## config.mk

```make
export PLATFORM = sky130hd
export DESIGN_NAME = fpu_status_ctl
export DESIGN_NICKNAME = d
export VERILOG_FILES = /design/src/rtl/fpsc_pkg.sv /design/src/rtl/fpsc_mode_decode.sv /design/src/rtl/fpsc_flag_next.sv /design/src/rtl/fpu_status_ctl.sv
export SDC_FILE = /design/constraint.sdc
export NUM_CORES = 1
export LEC_CHECK = 0
export BUFFER_PORTS_ARGS = -buffer_cell sky130_fd_sc_hd__buf_4
export CELL_PAD_IN_SITES_DETAIL_PLACEMENT = 2
export CELL_PAD_IN_SITES_GLOBAL_PLACEMENT = 2
export CORE_MARGIN = 3
export CORE_UTILIZATION = 16
export DETAILED_ROUTE_END_ITERATION = 10
export PLACE_DENSITY_LB_ADDON = 0.05
export SYNTH_ARGS = -nofsm -noshare
export SYNTH_HDL_FRONTEND = slang
export SYNTH_SLANG_ARGS = --single-unit
```

## constraint.sdc

```tcl
create_clock -name clk -period 1.1 [get_ports clk]
set_clock_uncertainty 0.1 [all_clocks]
set_input_delay 0.22 -clock clk [delete_from_list [all_inputs] [get_ports clk]]
set_output_delay 0.22 -clock clk [all_outputs]
set_load 0.02 [all_outputs]
```

## src/rtl/fpsc_pkg.sv

```systemverilog
package fpsc_pkg;
  localparam int DATA_W   = 32;
  localparam int NFLAG    = 5;
  localparam int RM_LO    = 0;
  localparam int RM_W     = 2;
  localparam int FLG_LO   = RM_LO + RM_W;      // 2
  localparam int EN_LO    = FLG_LO + NFLAG;    // 7
  localparam int CAUSE_LO = EN_LO + NFLAG;     // 12
  localparam int DN_BIT   = 18;
  localparam logic [RM_W-1:0] RM_TO_ZERO = 2'b01;
  localparam logic [DATA_W-1:0] WR_MASK =
    ((DATA_W'(1) << (CAUSE_LO + NFLAG)) - DATA_W'(1)) | (DATA_W'(1) << DN_BIT);
endpackage

```

## src/rtl/fpsc_mode_decode.sv

```systemverilog
module fpsc_mode_decode
  import fpsc_pkg::*;
(
  input  logic [RM_W-1:0] rm_field,
  input  logic            dn_bit,
  output logic            rnd_trunc,
  output logic            flush_en
);
  assign rnd_trunc = (rm_field == RM_TO_ZERO);
  assign flush_en  = dn_bit;
endmodule

```

## src/rtl/fpsc_flag_next.sv

```systemverilog
module fpsc_flag_next
  import fpsc_pkg::*;
(
  input  logic [DATA_W-1:0] csr_cur,
  input  logic [NFLAG-1:0]  raw_flags,
  output logic [DATA_W-1:0] csr_upd,
  output logic              trap_nxt
);
  logic             any_flag;
  logic [NFLAG-1:0] cause_upd;

  assign any_flag  = |raw_flags;
  assign cause_upd = csr_cur[CAUSE_LO +: NFLAG] | raw_flags;

  always_comb begin
    csr_upd = csr_cur;
    csr_upd[FLG_LO +: NFLAG] = raw_flags;   // cleared, then set by raw flags
    if (any_flag)
      csr_upd[CAUSE_LO +: NFLAG] = cause_upd;
  end

  assign trap_nxt = any_flag && (|(cause_upd & csr_cur[EN_LO +: NFLAG]));
endmodule

```

## src/rtl/fpu_status_ctl.sv

```systemverilog
module fpu_status_ctl
  import fpsc_pkg::*;
#(
  parameter int          VEC_W    = 12,
  parameter logic [11:0] EXC_CODE = 12'h120
) (
  input  logic              clk,
  input  logic              rst_n,
  input  logic              wr_en,
  input  logic [31:0]       wr_data,
  input  logic              op_done,
  input  logic              op_is_cmp,
  input  logic              cmp_unord,
  input  logic [4:0]        raw_flags,
  output logic [31:0]       csr_q,
  output logic              rnd_trunc,
  output logic              flush_en,
  output logic              exc_req,
  output logic [VEC_W-1:0]  exc_vec
);
  logic              accept;
  logic [DATA_W-1:0] csr_upd;
  logic              trap_nxt;

  // ordered compares and ops colliding with a write are dropped
  assign accept = op_done && (!op_is_cmp || cmp_unord) && !wr_en;

  fpsc_flag_next u_next (
    .csr_cur  (csr_q),
    .raw_flags(raw_flags),
    .csr_upd  (csr_upd),
    .trap_nxt (trap_nxt)
  );

  fpsc_mode_decode u_mode (
    .rm_field (csr_q[RM_LO +: RM_W]),
    .dn_bit   (csr_q[DN_BIT]),
    .rnd_trunc(rnd_trunc),
    .flush_en (flush_en)
  );

  always_ff @(posedge clk) begin
    if (!rst_n) begin
      csr_q   <= '0;
      exc_req <= 1'b0;
    end else begin
      if (wr_en)       csr_q <= wr_data & WR_MASK;
      else if (accept) csr_q <= csr_upd;
      exc_req <= accept && trap_nxt;
    end
  end

  assign exc_vec = exc_req ? VEC_W'(EXC_CODE) : '0;
endmodule

```

# --- Word level (Yosys, flattened, before mapping) ---
# Index checks and enable logic that the tools add are counted.
word_totals:
  regBits: 19
  in_bits: 43
  output_inout_bits: 47
op_classes:
  n_eq_ne: 1
  n_mux: 4
  bitwise: 2
  n_reduce_logical: 12
op_table:
  columns: ["operator", "n"]
  rows:
  - ["$mux W19", 1]
  - ["$mux W17", 1]
  - ["$reduce_or A5 Y1", 2]
  - ["$mux W9", 1]
  - ["$and A5 B5 Y5", 1]
  - ["$mux W5", 1]
  - ["$or A5 B5 Y5", 1]
  - ["$logic_and A1 B1 Y1", 4]
  - ["$reduce_bool A2 Y1", 2]
  - ["$eq A2 B1 Y1 const B", 1]
  - ["$logic_not A1 Y1", 2]
  - ["$reduce_and A2 Y1", 1]
  - ["$logic_or A1 B1 Y1", 1]

# --- Depth between registers and ports, before layout ---
# Gate-level depths: netlist (run 1).
logic_depth:
  ltp_word: 6
  ltp_mapped: 5
  mapped_depth_nobuf: 3

# --- By module ---
# A second synthesis (run 1) with hierarchy kept.
unflattened:
  cells_unflattened: 225
  hier_area_um2: 1826.8
modules_own_cells:
  columns: ["mod", "instances", "cells_per_inst", "area_per_inst_um2", "seq_area_each_um2"]
  rows:
  - ["fpu_status_ctl", 1, 186, 1526.5, 660.6]
  - ["fpsc_flag_next", 1, 37, 279.0, 0.0]
  - ["fpsc_mode_decode", 1, 2, 21.3, 0.0]

# --- Least setup slack after synthesis (run 1) ---
# No wires, ideal clock.
synth_timing:
  path_type: "in2reg"
  from: "input port wr_en"
  to: "register exc_req"
  arrival_time_ns: 1.016
  slack_ns: -0.095
  stages: 3
  path_buffers: 1
  path_cell_list: "buf_2 -> or4b_4 -> a211oi_2"
synth_via:
  elab_chain_len: 3
synth_rtl:
  columns: ["element", "line_no", "text"]
  rows:
  - ["start, declared", "fpu_status_ctl.sv:9", "input logic wr_en,"]
  - ["$logic_not A1 Y1", "fpu_status_ctl.sv:26", "assign accept = op_done && (!op_is_cmp || cmp_unord) && !wr_en;"]
  - ["$logic_and A1 B1 Y1", "fpu_status_ctl.sv:26", null]
  - ["$logic_and A1 B1 Y1", "fpu_status_ctl.sv:49", "exc_req <= accept && trap_nxt;"]
  - ["end signal, assigned", "fpu_status_ctl.sv:49", null]
  - ["end, declared", "fpu_status_ctl.sv:18", "output logic exc_req,"]
# No other way between the ends.
# A chain may end at the register's enable or synchronous reset.

# --- Worst setup path after layout (run 1) ---
layout_timing:
  from: "register csr_q[0]"
  to: "output port rnd_trunc"
layout_via:
  elab_chain_len: 1
layout_rtl:
  columns: ["element", "line_no", "text"]
  rows:
  - ["start, declared", "fpu_status_ctl.sv:15", "output logic [31:0] csr_q,"]
  - ["start signal, assigned", "fpu_status_ctl.sv:47", "if (wr_en) csr_q <= wr_data & WR_MASK;"]
  - ["start signal, assigned", "fpu_status_ctl.sv:48", "else if (accept) csr_q <= csr_upd;"]
  - ["$eq A2 B1 Y1", "fpsc_mode_decode.sv:9", "assign rnd_trunc = (rm_field == RM_TO_ZERO);"]
  - ["end, declared", "fpu_status_ctl.sv:16", "output logic rnd_trunc,"]
# No other way between the ends.

==> results of run 1 <==
power by group through the flow:
stage	Combinational [mW]	Sequential [mW]	Clock [mW]
CTS	0.519	0.773	0.530
finish	0.517	0.774	0.493
global placement	0.493	0.780	0
floorplan	0.265	0.834	0
detailed placement	0.499	0.781	0
global route	0.562	0.782	0.554
stage by stage:
step	setup WS [ps]	std cells
final	-80.9	253
after global routing	-120	253
after CTS	-98.5	252
after detailed placement	-229	248
after global placement	-192	248
after floorplan	-88.8	140
synthesized netlist by cell type (all sizes together):
cell type / instances
buf: 30
o21ai: 20
dfxtp: 19
nor2b: 9
mux2i: 8
nor2: 6
a21oi: 5
a31oi: 5
nand3b: 5
clkbuf: 2
inv: 2
a211oi: 1
and2b: 1
and4: 1
conb: 1
or4: 1
or4b: 1
sequential cells by signal, indices dropped and copies added, names as in the netlist:
register / flops
exc_req: 1
csr_q: 18
cell type report:
type	count	area, um2	area share
Clock buffer	4	45.0	0.0284
Inverter	2	7.51	0.00474
Multi-Input combinational cell	87	503	0.317
Sequential cell	19	399	0.252
Tap cell	75	93.8	0.0592
Timing Repair Buffer	66	537	0.339
worst paths after layout:
kind	startpoint	endpoint	slack, ps	cells after the start
max	csr_q[0]	rnd_trunc	-80	2
min reg2reg	csr_q[4]	csr_q[4]	400	2
min	wr_data[10]	csr_q[10]	120	3
max reg2reg	csr_q[11]	exc_req	30	3
worst max-delay path, delay by kind of cell (launching register included):
kind,cells,cell delay [ps]
buffers and inverters,1,120
flip-flops,1,340
AND/OR/NAND/NOR,1,140
routing by layer:
metal  vias to the layer above  share of wire
li1                        472              -
met1                       461           0.42
met2                        40           0.50
met3                         4          0.063
met4                         0          0.015
met5                         -              0
cells by family (layout without fill, tap and decap cells):
group                  count (synthesis)  in the layout
buffers and inverters                 34             72
AOI/OAI and AO/OA                     31             31
and+or+nand+nor                       24             24
DFF                                   19             19
muxes                                  8              8
other                                  1             24
timing repair:
action / CTS / global route
gates resized for setup: 20 / 9
setup buffers: 0 / 1
endpoints found under the setup margin: 10 / 16
pin swaps: 0 / 2
==> key figures, run 1 <==
Global routing
  – First-pass GRT wire length: between 5000 and 6000 um
  – Met2 usage: 0.162
  – Initial antenna violation count: 0
  – Tot GR Track Use: 0.0942
  – Largest net degree at the start of global routing: 19
  – Met3 GRT Util: 0.0202
  – Number of global-route vias before repair: roughly 1,100
  – GRT met1 Usage: 0.115
  – Total grt overflow: 0
  – Most Crowded Layer GR: met2

Timing
  – Max-slew violations: 0
  – PnR worst setup slack: -80.9 ps
  – Final period util: 1.07
  – Final Hold Vio Count: 0
  – WHS: 124 ps
  – Final setup viols: 6
  – RSZ-0062 raised after global routing: yes
  – Aggregate negative setup slack: -247 ps
  – Max Freq: about 850 MHz
  – Shortest period the worst path allows: around 1200 ps

Cells and area
  – N_diodes: 0
  – Post-layout util: 0.262
  – Fin nets: 222
  – Layout cells sized above 1: 0.500
  – Fillers: 730
  – P&R area growth vs syn: 55.1%
  – Most common cell after layout, fill and taps aside: buf_4
  – Most frequent cells in the layout: buf_4, conb_1, o21ai_0, dfxtp_2, buf_6
  – Final Instance Area: about 1600 um2

Power and ir drop
  – Sequential power share: 0.434
  – Internal: around 1.2 mW
  – Logic gate share of total power: 0.290
  – Peak VDD IR: roughly 0.00040 V
  – Clock power frac: 0.276
  – NetSw: between 0.5 and 0.6 mW
  – Final Power: about 1.8 mW
  – Power Dens Cells: roughly 1100 nW/um2
  – Static Leak: 0.743 nW
  – Switching Share: 0.305

Clock tree
  – CTS Buf Count: 3
  – Sink Count: 19
  – CTS tree: built
  – Clk root buf: clkbuf_8
  – Hold_buf cts: 0
  – CTS clock-pin slew for the worst setup and hold paths: roughly 70 ps
  – Clock Latency Late Sink: approximately 250 ps
  – CTS Buffer Depth: 2
  – CTS H-tree depth: 1

Critical path
  – Worst Setup Start Kind: flip-flop
  – Required time of the critical path: 780 ps
  – CP arrival: around 860 ps
  – CP max stage delay: about 340 ps
  – Crit path kind: flip-flop to output port
  – Critical Path End Type: output port
  – CP Cell Sequence: nor2b_4, buf_6
  – Crit-path slowest cell: dfxtp_2
  – CP max FO: 3

Placement
  – Placed Area: around 1500 um2
  – Hpwl dp: slightly below 3000 um
  – Final GP Congestion: roughly 0.74
  – I/O Buffers: a little over 50

Logic synthesis
  – Netlist cell types: 19
  – Yosys top cell by area: dfxtp_1
  – Mux contribution to synthesized area: 0.0783
  – Sequential area share after synthesis: 0.372
  – Share of the synthesized area in the top cell type: 0.372
  – Simple-gate share of the synthesized area: 0.153
  – Cell Area, Synth: about 1000 um2
  – Main combinational cell family by area after synthesis: buffers and inverters
  – Synth area leaders: dfxtp_1, buf_4, o21ai_0, mux2i_1, nor2b_1
  – Adder-cell share of the synthesized area: 0
  – Mapped Cells: 117
  – XOR/XNOR share of the synthesized area: 0
  – Syn_area_per_cell: just under 9 um2
  – Flops & latches, synth: 19
  – Syn. warnings: 0
  – Post-synthesis compound-gate area fraction: 0.165

Routing
  – WL per Instance: 13.9 um
  – Residual DRC: 0
  – Drt via density: approximately 3.9
  – Final wirelength: 3520 um
  – 1st-pass router iterations: 4
  – Drt initial violations: 13
  – Total number of vias: ~980
  – Routed Antenna Nets: 0

Floorplan
  – Chip Width: about 86 um
  – Initial core utilization: 0.169
  – Core footprint: between 6000 and 7000 um2
  – Die area: approximately 7400 um2
  – Core Rows: 28
  – Die height: approximately 86 um
  – Top Ports: 90

Outcome
  – Violated checks: setup timing
  – Outcome: finished with violations

Flow run
  – MaxCap Viol Count: 0

Hold path
  – Hold Path Class: input pin to flip-flop
No activity file was read; power rests on OpenSTA's default activity.
==> run 2, diff against run 1 <==
Settings changed: ABC_AREA from default to 1, CORE_UTILIZATION 16 to 17.
==> run 2 against run 1 <==
Effect of this change: the flow still finishes with violations (setup timing); final area up 13%; sequential power up 2%; sequential share of layout area is 1.7 points lower; largest power group unchanged.
==> key figures, run 2 <==
Timing
  – Final period util: 1.06
  – RSZ-0062 raised after global routing: yes
  – Aggregate negative setup slack: -122 ps
  – PnR worst setup slack: -63.0 ps
  – Final setup viols: 2
  – Max-slew violations: 0
  – Max Freq: about 860 MHz
  – Final Hold Vio Count: 0
  – Shortest period the worst path allows: approximately 1200 ps

Logic synthesis
  – Syn. warnings: 0
  – Syn_area_per_cell: about 7.0 um2
  – Yosys top cell by area: dfxtp_1
  – Count leader, synth: nand2_1
  – Most used flip-flop cell after synthesis: dfxtp_1
  – Flops & latches, synth: 19
  – Sequential area share after synthesis: 0.326
  – Synth area leaders: dfxtp_1, buf_4, nand2_1, nor2_1, o21ai_0
  – Adder-cell share of the synthesized area: 0
  – Mapped Cells: around 170
  – Async set or reset register ratio after synthesis: 0
  – Simple-gate share of the synthesized area: 0.296
  – Synth top cells by count: nand2_1, buf_4, nor2_1
  – Post-synthesis compound-gate area fraction: 0.114
  – Cell Area, Synth: between 1000 and 1500 um2
  – Post-synth EDFFs: 0
  – Share of the synthesized area in the top cell type: 0.326
  – Main combinational cell family by area after synthesis: simple AND/OR/NAND/NOR gates
  – Mux contribution to synthesized area: 0.00857
  – XOR/XNOR share of the synthesized area: 0
  – Netlist cell types: 23

Global routing
  – Largest net degree at the start of global routing: 14
  – Initial antenna violation count: 0
  – Tot GR Track Use: 0.107
  – Number of global-route vias before repair: 1,308
  – Total grt overflow: 0
  – First-pass GRT wire length: ~6400 um

Hold path
  – Hold endpoint: csr_q[9]
  – Worst Hold Depth: 3
  – Worst hold start: wr_data[9]
  – Hold Path Class: input pin to flip-flop

Critical path
  – R2R Path Start: csr_q[14]
  – R2R Path End: exc_req
  – CP arrival: between 800 and 900 ps
  – R2r setup slk: about 30 ps
  – R2r worst-path depth: 5
  – Worst Setup Start Kind: flip-flop
  – Critical Path End Type: output port
  – Required time of the critical path: approximately 780 ps
  – CP max FO: 2
  – Crit path kind: flip-flop to output port

Floorplan
  – Core footprint: approximately 6500 um2
  – Die height: 88.9 um
  – Initial core utilization: 0.180
  – Core Rows: 29
  – Chip Width: about 89 um
  – Top Ports: 90
  – Die area: 7900 um2

Cells and area
  – Final std cells w/o fill: ~300
  – Top Registers: csr_q (18), exc_req (1)
  – Fillers: slightly below 800
  – Most frequent cells in the layout: buf_4, nand2_1, conb_1, nor2_1, buf_6
  – N_diodes: 0
  – Reg with most FFs: csr_q
  – Most common cell after layout, fill and taps aside: buf_4
  – P&R area growth vs syn: 53.8%
  – Layout cells sized above 1: 0.458
  – Max FFs per register: 18
  – Fin nets: 271

Clock tree
  – Clk root buf: clkbuf_8
  – CTS Buf Count: 3
  – CTS clock-pin slew for the worst setup and hold paths: roughly 80 ps
  – CTS H-tree depth: 1
  – Sink Count: 19
  – CTS Buffer Depth: 2
  – Clock Latency Late Sink: ~260 ps
  – Hold_buf cts: 0
  – CTS tree: built

Placement
  – Placed Cells incl. Taps: 297
  – I/O Buffers: ~50
  – Final GP Congestion: roughly 0.68
  – Hpwl dp: ~3300 um

Routing
  – Drt initial violations: 13
  – Drt via density: between 3 and 4
  – Residual DRC: 0
  – WL per Instance: roughly 13 um
  – Total number of vias: 1,209
  – Routed Antenna Nets: 0
  – 1st-pass router iterations: 2
  – Final wirelength: 4070 um

Power and ir drop
  – Static Leak: 0.904 nW
  – Power Dens Cells: approximately 1100 nW/um2
  – Peak VDD IR: between 0.0004 and 0.0005 V

Outcome
  – Outcome: finished with violations
  – Violated checks: setup timing

Flow run
  – MaxCap Viol Count: 0
-- run 2: cell families (layout without fill, tap and decap cells) --
| group | count (synthesis) | after routing |
|---|---|---|
| flops | 19 | 19 |
| compound gates | 25 | 25 |
| mux | 1 | 1 |
| simple gates | 79 | 79 |
| other cells | 1 | 24 |
| buf+inv | 41 | 79 |
-- run 2: how the worst max path moves through the flow --
stage	from	endpoint	slack [ps]	depth (start not counted)
final	csr_q[0]	rnd_trunc	-60	3
after global routing	csr_q[0]	rnd_trunc	-140	3
after CTS	csr_q[0]	rnd_trunc	-80	3
after detailed placement	cmp_unord	csr_q[3]	-160	8
after global placement	cmp_unord	csr_q[5]	-60	8
after floorplan	csr_q[14]	csr_q[14]	50	5
-- run 2: cell type report --
type | instances | area (um2) | share of cell area
timing repair buffer | 66 | 601 | 0.334
tap | 77 | 96.3 | 0.0537
sequential | 19 | 422 | 0.235
clock buffer | 4 | 45.0 | 0.0251
multi-input combinational | 129 | 591 | 0.329
inverter | 9 | 41.3 | 0.0230
-- run 2: timing repair --
| item | 4_1_cts | 5_1_grt |
|---|---|---|
| endpoints found under the setup margin | 19 | 24 |
| buffers inserted | 1 | 2 |
| pin swaps | 1 | 4 |
| gates resized for setup | 22 | 25 |
-- run 2: critical path: stages, from the launching register on --
cell     delay [ps]
dfxtp_2         340
inv_2            50
nor2_4           80
buf_6           120
-- run 2: power breakdown --
group          internal [mW]  leakage (nW)  switching (mW)
clock                  0.258        0.0228           0.255
combinational          0.286         0.716           0.345
sequential             0.742         0.166          0.0475
total                   1.29         0.904           0.648
-- run 2: per-stage QoR --
step	total power, mW	util	setup WS (ps)	hold slack [ps]	area, um2
2_1_floorplan	1.18	-	45.5	255	1260
3_3_place_gp	1.38	0.249	-59.8	344	1620
3_5_place_dp	1.39	0.249	-158	355	1620
4_1_cts	1.96	0.263	-84.1	75.8	1710
5_1_grt	2.10	0.276	-136	76.9	1800
6_report	1.93	0.276	-63.0	80.0	1800
-- run 2: metal layers --
layer	global-route usage	vias up	routed length, um
met5	0	-	0
met4	0.0247	0	38
met3	0.0289	4	253
met2	0.197	47	2150
met1	0.123	566	1620
li1	-	592	-
